--- src/rtl/vbl_pkg.sv ---
package vbl_pkg;

  // Instruction format constants (fixed by the encoding, not tunable)
  localparam int unsigned INSN_W     = 32;
  localparam int unsigned FIELD_W    = 5;
  localparam logic [5:0]  OPC_MAJOR  = 6'd31;
  localparam logic [9:0]  OPC_MINOR  = 10'd7;

  typedef enum logic [2:0] {
    ST_IDLE = 3'd0,
    ST_DEC  = 3'd1,
    ST_REQ  = 3'd2,
    ST_RSP  = 3'd3,
    ST_WB   = 3'd4
  } vbl_state_e;

  typedef struct packed {
    logic [5:0]         major;
    logic [FIELD_W-1:0] vd;
    logic [FIELD_W-1:0] ra;
    logic [FIELD_W-1:0] rb;
    logic [9:0]         minor;
    logic               rec;
  } vbl_word_t;

endpackage

--- src/rtl/vbl_decode.sv ---
module vbl_decode
  import vbl_pkg::*;
(
  input  logic [INSN_W-1:0]  word,
  output logic [FIELD_W-1:0] vd,
  output logic [FIELD_W-1:0] ra,
  output logic [FIELD_W-1:0] rb,
  output logic               ra_zero,
  output logic               legal
);

  vbl_word_t f;
  logic      major_ok;
  logic      minor_ok;

  always_comb begin
    f        = vbl_word_t'(word);
    vd       = f.vd;
    ra       = f.ra;
    rb       = f.rb;
    ra_zero  = (f.ra == '0);
    major_ok = (f.major == OPC_MAJOR);
    minor_ok = (f.minor == OPC_MINOR);
    legal    = major_ok && minor_ok && !f.rec;
  end

endmodule

--- src/rtl/vbl_agen.sv ---
module vbl_agen #(
  parameter int unsigned XLEN   = 64,
  parameter int unsigned ADDR_W = 32
) (
  input  logic              ra_zero,
  input  logic [XLEN-1:0]   base_val,
  input  logic [XLEN-1:0]   index_val,
  output logic [ADDR_W-1:0] ea
);

  // Wrapping XLEN-bit sum, then keep the low ADDR_W bits. No alignment.
  function automatic logic [ADDR_W-1:0] form_ea(
    input logic            zero_base,
    input logic [XLEN-1:0] b,
    input logic [XLEN-1:0] x
  );
    logic [XLEN-1:0] eff_base;
    logic [XLEN-1:0] sum;
    eff_base = zero_base ? '0 : b;
    sum      = eff_base + x;
    return sum[ADDR_W-1:0];
  endfunction

  assign ea = form_ea(ra_zero, base_val, index_val);

endmodule

--- src/rtl/vbl_lane_merge.sv ---
module vbl_lane_merge #(
  parameter int unsigned NBYTES = 16,
  localparam int unsigned LANE_W = $clog2(NBYTES),
  localparam int unsigned VEC_W  = 8 * NBYTES
) (
  input  logic [VEC_W-1:0]  prior,
  input  logic [LANE_W-1:0] lane,
  input  logic [7:0]        byte_in,
  output logic [NBYTES-1:0] lane_hit,
  output logic [VEC_W-1:0]  merged
);

  // Lane g sits at the top end: lane 0 is the most significant byte.
  for (genvar g = 0; g < NBYTES; g++) begin : g_lane
    localparam int unsigned LO = 8 * (NBYTES - 1 - g);
    assign lane_hit[g]    = (lane == LANE_W'(g));
    assign merged[LO +: 8] = lane_hit[g] ? byte_in : prior[LO +: 8];
  end

endmodule

--- src/rtl/vbl_ctrl.sv ---
module vbl_ctrl
  import vbl_pkg::*;
(
  input  logic       clk,
  input  logic       rst_n,
  input  logic       insn_valid,
  input  logic       legal,
  input  logic       req_ready,
  input  logic       rsp_valid,
  output vbl_state_e state,
  output logic       insn_fire,
  output logic       req_fire,
  output logic       rsp_fire
);

  vbl_state_e nxt;

  assign insn_fire = (state == ST_IDLE) && insn_valid;
  assign req_fire  = (state == ST_REQ)  && req_ready;
  assign rsp_fire  = (state == ST_RSP)  && rsp_valid;

  always_comb begin
    nxt = state;
    unique case (state)
      ST_IDLE: if (insn_valid) nxt = ST_DEC;
      ST_DEC:  nxt = legal ? ST_REQ : ST_IDLE;
      ST_REQ:  if (req_ready) nxt = ST_RSP;
      ST_RSP:  if (rsp_valid) nxt = ST_WB;
      ST_WB:   nxt = ST_IDLE;
      default: nxt = ST_IDLE;
    endcase
  end

  always_ff @(posedge clk or negedge rst_n) begin
    if (!rst_n) state <= ST_IDLE;
    else        state <= nxt;
  end

endmodule

--- src/rtl/vbyte_load_unit.sv ---
module vbyte_load_unit
  import vbl_pkg::*;
#(
  parameter int unsigned XLEN      = 64,
  parameter int unsigned ADDR_W    = 32,
  parameter int unsigned VEC_BYTES = 16,
  parameter int unsigned PC_STEP   = 4,
  localparam int unsigned VEC_W     = 8 * VEC_BYTES,
  localparam int unsigned LANE_W    = $clog2(VEC_BYTES),
  localparam int unsigned PC_STEP_W = $clog2(PC_STEP + 1)
) (
  input  logic                 clk,
  input  logic                 rst_n,
  input  logic                 insn_valid,
  input  logic [31:0]          insn_word,
  output logic                 insn_ready,
  output logic [4:0]           gpr_a_idx,
  input  logic [XLEN-1:0]      gpr_a_data,
  output logic [4:0]           gpr_b_idx,
  input  logic [XLEN-1:0]      gpr_b_data,
  output logic [4:0]           vec_rd_idx,
  input  logic [VEC_W-1:0]     vec_rd_data,
  output logic                 mem_req_valid,
  input  logic                 mem_req_ready,
  output logic [ADDR_W-1:0]    mem_req_addr,
  input  logic                 mem_rsp_valid,
  input  logic [7:0]           mem_rsp_data,
  output logic                 vec_we,
  output logic [4:0]           vec_wr_idx,
  output logic [VEC_W-1:0]     vec_wr_data,
  output logic                 illegal,
  output logic                 done,
  output logic [PC_STEP_W-1:0] pc_step
);

  // Named internal events
  vbl_state_e          state;
  logic                insn_fire;
  logic                req_fire;
  logic                rsp_fire;
  logic                in_dec;

  logic [31:0]         word_q;
  logic [ADDR_W-1:0]   ea_q;
  logic [7:0]          byte_q;

  logic [FIELD_W-1:0]  f_vd, f_ra, f_rb;
  logic                f_ra_zero;
  logic                f_legal;
  logic [ADDR_W-1:0]   ea_comb;
  logic [VEC_BYTES-1:0] lane_hit;

  vbl_ctrl u_ctrl (
    .clk       (clk),
    .rst_n     (rst_n),
    .insn_valid(insn_valid),
    .legal     (f_legal),
    .req_ready (mem_req_ready),
    .rsp_valid (mem_rsp_valid),
    .state     (state),
    .insn_fire (insn_fire),
    .req_fire  (req_fire),
    .rsp_fire  (rsp_fire)
  );

  vbl_decode u_dec (
    .word   (word_q),
    .vd     (f_vd),
    .ra     (f_ra),
    .rb     (f_rb),
    .ra_zero(f_ra_zero),
    .legal  (f_legal)
  );

  vbl_agen #(.XLEN(XLEN), .ADDR_W(ADDR_W)) u_agen (
    .ra_zero  (f_ra_zero),
    .base_val (gpr_a_data),
    .index_val(gpr_b_data),
    .ea       (ea_comb)
  );

  vbl_lane_merge #(.NBYTES(VEC_BYTES)) u_merge (
    .prior   (vec_rd_data),
    .lane    (ea_q[LANE_W-1:0]),
    .byte_in (byte_q),
    .lane_hit(lane_hit),
    .merged  (vec_wr_data)
  );

  assign in_dec = (state == ST_DEC);

  always_ff @(posedge clk or negedge rst_n) begin
    if (!rst_n) begin
      word_q <= '0;
      ea_q   <= '0;
      byte_q <= '0;
    end else begin
      if (insn_fire)           word_q <= insn_word;
      if (in_dec && f_legal)   ea_q   <= ea_comb;
      if (rsp_fire)            byte_q <= mem_rsp_data;
    end
  end

  assign insn_ready    = (state == ST_IDLE);
  assign gpr_a_idx     = f_ra;
  assign gpr_b_idx     = f_rb;
  assign vec_rd_idx    = f_vd;
  assign vec_wr_idx    = f_vd;
  assign mem_req_valid = (state == ST_REQ);
  assign mem_req_addr  = ea_q;
  assign illegal       = in_dec && !f_legal;
  assign vec_we        = (state == ST_WB);
  assign done          = vec_we;
  assign pc_step       = done ? PC_STEP_W'(PC_STEP) : '0;

endmodule

--- config.mk ---
export PLATFORM = sky130hd
export DESIGN_NAME = vbyte_load_unit
export DESIGN_NICKNAME = d
export VERILOG_FILES = /design/src/rtl/vbl_pkg.sv /design/src/rtl/vbl_decode.sv /design/src/rtl/vbl_agen.sv /design/src/rtl/vbl_lane_merge.sv /design/src/rtl/vbl_ctrl.sv /design/src/rtl/vbyte_load_unit.sv
export SDC_FILE = /design/constraint.sdc
export NUM_CORES = 1
export LEC_CHECK = 0
export CORE_AREA = 5 5 187 189
export DETAILED_ROUTE_END_ITERATION = 12
export DIE_AREA = 0 0 192 194
export PLACE_DENSITY_LB_ADDON = 0.3
export SETUP_SLACK_MARGIN = 0.2
export SLEW_MARGIN = 10
export SYNTH_ARGS = -nofsm -noshare
export SYNTH_HDL_FRONTEND = slang
export SYNTH_SLANG_ARGS = --single-unit
--- constraint.sdc ---
create_clock -name clk -period 4.5 [get_ports clk]
set_input_delay 0.45 -clock clk [delete_from_list [all_inputs] [get_ports clk]]
set_output_delay 0.45 -clock clk [all_outputs]
set_load 0.01 [all_outputs]
* After elaboration in Yosys (flattened, before gate mapping) *
Cells that the tools add are included.

word-level totals
  word-level logic and storage cells = 64
  register bits after elaboration = 75
  output and inout bits = 188
  input bits = 301

cells by class
  equality and inequality tests = 24
  add/sub/neg operators = 1
  multiplexer cells = 23
  reductions and logical operators = 12

operators with widths
  kind                 number
  $mux 8               16
  $add 32x32->32       1
  $eq 4x4->1 const B   8
  $mux 32              1
  $eq 4x3->1 const B   4
  $mux 3               4
  $pmux 3 s4           1
  $eq 10x3->1 const B  1
  $eq 4x2->1 const B   2
  $eq 3x2->1 const B   2
  $eq 6x5->1 const B   1
  $logic_and 1x1->1    6
  $logic_not 5->1      1
  $eq 4x1->1 const B   1
  $logic_not 4->1      1
  $ne 2x2->1 const B   2
  $eq 3x1->1 const B   1
  $eq 3x3->1 const B   1
  $logic_not 3->1      1
  $reduce_and 3->1     1
  $logic_not 1->1      2
  $mux 2               1
  $ne 2x1->1 const B   1

* Longest topological paths before layout *
  depth after elaboration = 5
  mapped depth = 14

* By module *
Synthesis repeated with hierarchy kept, for this count alone.

second synthesis, totals
  cell total of the unflattened synthesis = 641
  area, all modules = 6,950.4 um2

by module, submodules not included
  module           area an instance (um2)  instances  cells each
  vbyte_load_unit  2,925.3                 1          168
  vbl_agen         1,885.6                 1          263
  vbl_lane_merge   1,793.0                 1          170
  vbl_decode       180.2                   1          24
  vbl_ctrl         166.4                   1          16

* Least setup slack after synthesis *
OpenSTA, ideal clock, no wires.

  kind = register to register
  start = reg word_q[19]
  end = reg ea_q[28] (netlist: mem_req_addr[28])
  setup time = 0.131 ns
  buffers on the path = 1
  setup slack = 1.157 ns
  data required time = 4.369 ns
  arrival = 3.212 ns
  stages on the path, launching flop included = 14
  cells stage by stage = dfrtp_1 > or4_1 > nor2_1 > clkbuf_1 > nor2b_1 > fa_1 > a21o_1 > a31oi_2 > o21ai_1 > a21oi_2 > o211ai_1 > a31oi_1 > xor2_1 > o21ai_1

between the ends
  cells in the longest elaborated chain, start to end = 3

ends and longest elaborated chain
  element                 line                   RTL
  start, declared         vbyte_load_unit.sv:43  logic [31:0] word_q;
  start signal, assigned  vbyte_load_unit.sv:98  if (insn_fire) word_q <= insn_word;
  $logic_not 5->1         vbl_decode.sv:21       ra_zero = (f.ra == '0);
  $mux 32                 vbl_agen.sv:19         eff_base = zero_base ? '0 : b;
  $add 32x32->32          vbl_agen.sv:20         sum = eff_base + x;
  end signal, assigned    vbyte_load_unit.sv:99  if (in_dec && f_legal) ea_q <= ea_comb;
  end, declared           vbyte_load_unit.sv:44  logic [ADDR_W-1:0] ea_q;

No other way between the ends.
A chain may end at the register's enable or synchronous reset.

* Final worst setup path *
Ends and elaborated chain as after synthesis.

==> impl_results.md <==
* Number of synthesized flops with an enable pin at 0
* CTS Hold Buffers Added at 0
* Post-synth top area share at 0.282
* Sequential area share after synthesis at 0.282
* HPWL after DPL at 27300 um
* Post-synthesis cell area at 6660 um^2
* Worst-path clk slew at 0.07 ns
* DIE AREA at 37200 um^2
* Worst hold slack at 0.286 ns
* Total Routing Usage GR at 0.166
* CP Launch Type: flop
* Crit path required time at 4.71 ns
* Max-cap violation count at 0
* Final Skew at 0.0129 ns
* Worst hold path type: in -> async
* First-pass GRT wire length at 46500 um
* Initial antenna violation count at 0
* Synth Instances at 705
* Die width at 192 um
* DRT iter0 DRCs at 215
* Setup CP Type: reg -> reg
* Drt wl/cell at 21.5 um
* Flops & latches, synth at 75
* R2r endpoint: mem_req_addr[28]
* CP endpoint kind: flop
* Post-DP Area at 11100 um^2
* Tmin final at 3.81 ns
* Core area at 33100 um^2
* Gr ovfl total at 0
* Slew Limit Fails at 0
* Vias per cell at 4.40
* Maximum fanout along the worst path at 31
* Initial Util at 0.201
* # diodes at 0
* Final Hold Viols at 0
* Clock tree buffer depth at 2
* FP Rows at 67
* Resized Gates After CTS at 0
* Async S/R FF share, synth at 1.00
* Largest area contributor in the netlist: dfrtp_1
* Cell Count, Final, Fillers Out at 1528
* Slew headroom at 0.326
* Max Fclk at 262 MHz
* R2R Setup Slk at 0.69 ns
* Distinct cells, synth at 67
* Top Ports at 489
* Ys flop type: dfrtp_1
* Gp weighted congestion at 0.844
* CTS tree: done
* RSZ-0062 raised after global routing: no
* Port Buffer Count at 422
* Reg-to-reg critical path startpoint: word_q[19]
* CP endpoint: mem_req_addr[28]
* Via count at 6722
* Total CTS buffers at 9
* Worst Reg-to-Reg Cells at 14
* Root Driver: clkbuf_16
* Fin crit share at 0.847
* Setup WS post-layout at 0.688 ns
* PD cells at 254 nW/um^2
* Critical path launch point: word_q[19]
* Total Nets Final at 1408
* Worst vdd ir at 146 uV
* Power Total at 2.92 mW
* Post-route ant nets at 0
* Mean Syn Cell Area at 9.45 um^2
* Leakage at 4.47 nW
* Number of global-route vias before repair at 6939
* Critical Path AT at 4.02 ns
* Yosys warns at 0
* H-tree depth at 3
* Chip height at 194 um
* Synth top area cells: dfrtp_1 28%, mux2_2 27%, ha_1 5.8%
* Final core occ at 0.346
* Synth-to-layout area growth at 72.0%
* Post-CTS Repair Setup Buffers at 0
* Worst-Margin Slew at 1.01 ns
* Layout cell share with drive strength beyond 1 at 0.196
* DRC at 0
* Design Area, Final at 11500 um^2
* Place WS at 0.667 ns
* Drt total wl at 32800 um
* Final setup viols at 0
* Dpl cells at 1512
* Status: finished, final reports clean
* Worst skew pair latency at 0.34 ns
* CTS sink count at 75
* Setup TNS at 0 ns
* Detailed Routing Iterations Pass 1 at 6
* Largest net degree at the start of global routing at 76
==> worst max-delay path: stages (launching register included) <==
cell and delay [ns]:
dfrtp_1 0.39, or4_1 0.56, nor2_2 0.15, buf_12 0.19
nor2b_1 0.07, ha_1 0.21, fa_1 0.41, a21o_1 0.24
a31oi_2 0.26, o21ai_1 0.18, a21oi_2 0.37, o211ai_1 0.15
a31oi_1 0.23, xor2_1 0.16, o21ai_1 0.07
==> synthesized netlist by cell type, types with 3 or more instances <==
cell type / n
mux2_2: 162
nand2_1: 78
dfrtp_1: 75
o21ai_0: 39
clkbuf_1: 33
a21oi_1: 31
ha_1: 31
nor2b_1: 31
buf_4: 24
nor2_1: 22
xnor2_1: 16
nand3_1: 13
o21ai_1: 12
xor2_1: 12
buf_2: 10
a21o_1: 9
nand2b_1: 7
nor3_2: 7
a211oi_1: 6
nand4_1: 6
o211ai_1: 6
nor3_1: 5
and3_1: 4
inv_1: 4
or2_2: 4
and2_1: 3
nand4b_1: 3
o21bai_1: 3
or3_1: 3
==> placed cells by master, fill, tap and decap left out, types with 4 or more instances in the layout <==
| master | instances |
|---|---|
| a21oi_1 | 31 |
| clkdlybuf4s50_1 | 421 |
| mux2_2 | 162 |
| a211oi_1 | 6 |
| o21ai_1 | 12 |
| or2_2 | 4 |
| inv_1 | 4 |
| xnor2_1 | 16 |
| a21o_1 | 9 |
| xor2_1 | 12 |
| clkbuf_16 | 9 |
| o211ai_1 | 6 |
| nor2_1 | 21 |
| nor2b_1 | 31 |
| nand4_1 | 6 |
| nand2b_1 | 7 |
| dfrtp_1 | 75 |
| nand3_1 | 13 |
| nor3_2 | 7 |
| nand2_1 | 78 |
| and3_1 | 4 |
| o21ai_0 | 39 |
| nor3_1 | 5 |
| ha_1 | 31 |
| buf_4 | 4 |
==> sequential cells by signal, indices dropped and copies added (netlist names) <==
| signal | cells |
|---|---|
| mem_req_addr | 32 |
| word_q | 32 |
| byte_q | 8 |
| u_ctrl.state | 3 |
==> power breakdown <==
part	switching (mW)	leakage [nW]	internal, mW	total [mW]
registers	0.166	0.805	0.742	0.908
clock network	0.330	0.156	0.491	0.821
logic	0.504	3.51	0.683	1.19
total	1.00	4.47	1.92	2.92
==> routing by layer <==
layer  part of all wire  global-route usage  vias up  routed length, um
met4              0.045              0.0753        0               1460
met5                  0                   0        -                  0
li1                   -                   -     3254                  -
met2               0.52               0.306      252              16900
met3              0.075              0.0389       37               2470
met1               0.36               0.178     3179              12000
==> worst min-delay path by stage <==
| stage | start | end | slack (ns) | cells past startpoint |
|---|---|---|---|---|
| 6_report | rst_n | mem_req_addr[29] | 0.29 | 1 |
| 5_1_grt | rst_n | mem_req_addr[29] | 0.37 | 1 |
| 4_1_cts | rst_n | mem_req_addr[29] | 0.32 | 1 |
| 3_5_place_dp | mem_req_addr[11] | mem_req_addr[11] | 0.47 | 2 |
| 3_3_place_gp | mem_req_addr[8] | mem_req_addr[8] | 0.46 | 2 |
| 2_1_floorplan | rst_n | byte_q[0] | 0.15 | 0 |
==> logic make-up after synthesis <==
kind of cell / synth area share
other: 0.000563
and+or+nand+nor: 0.153
xor gates and xnor gates: 0.0368
adders and majority gates: 0.0612
muxes: 0.277
AOI/OAI and AO/OA: 0.132
DFF: 0.282
buffers and inverters: 0.0573
==> final cells by class <==
cell class	count	area (um^2)
clock buffers	9	225
clock inverters	7	98.8
fillers	3344	21700
inverters	6	22.5
multi-input cells	557	4410
flip-flops and latches	75	1880
well taps	448	561
repair buffers	426	4260
Power figures use the tool's default switching activity.
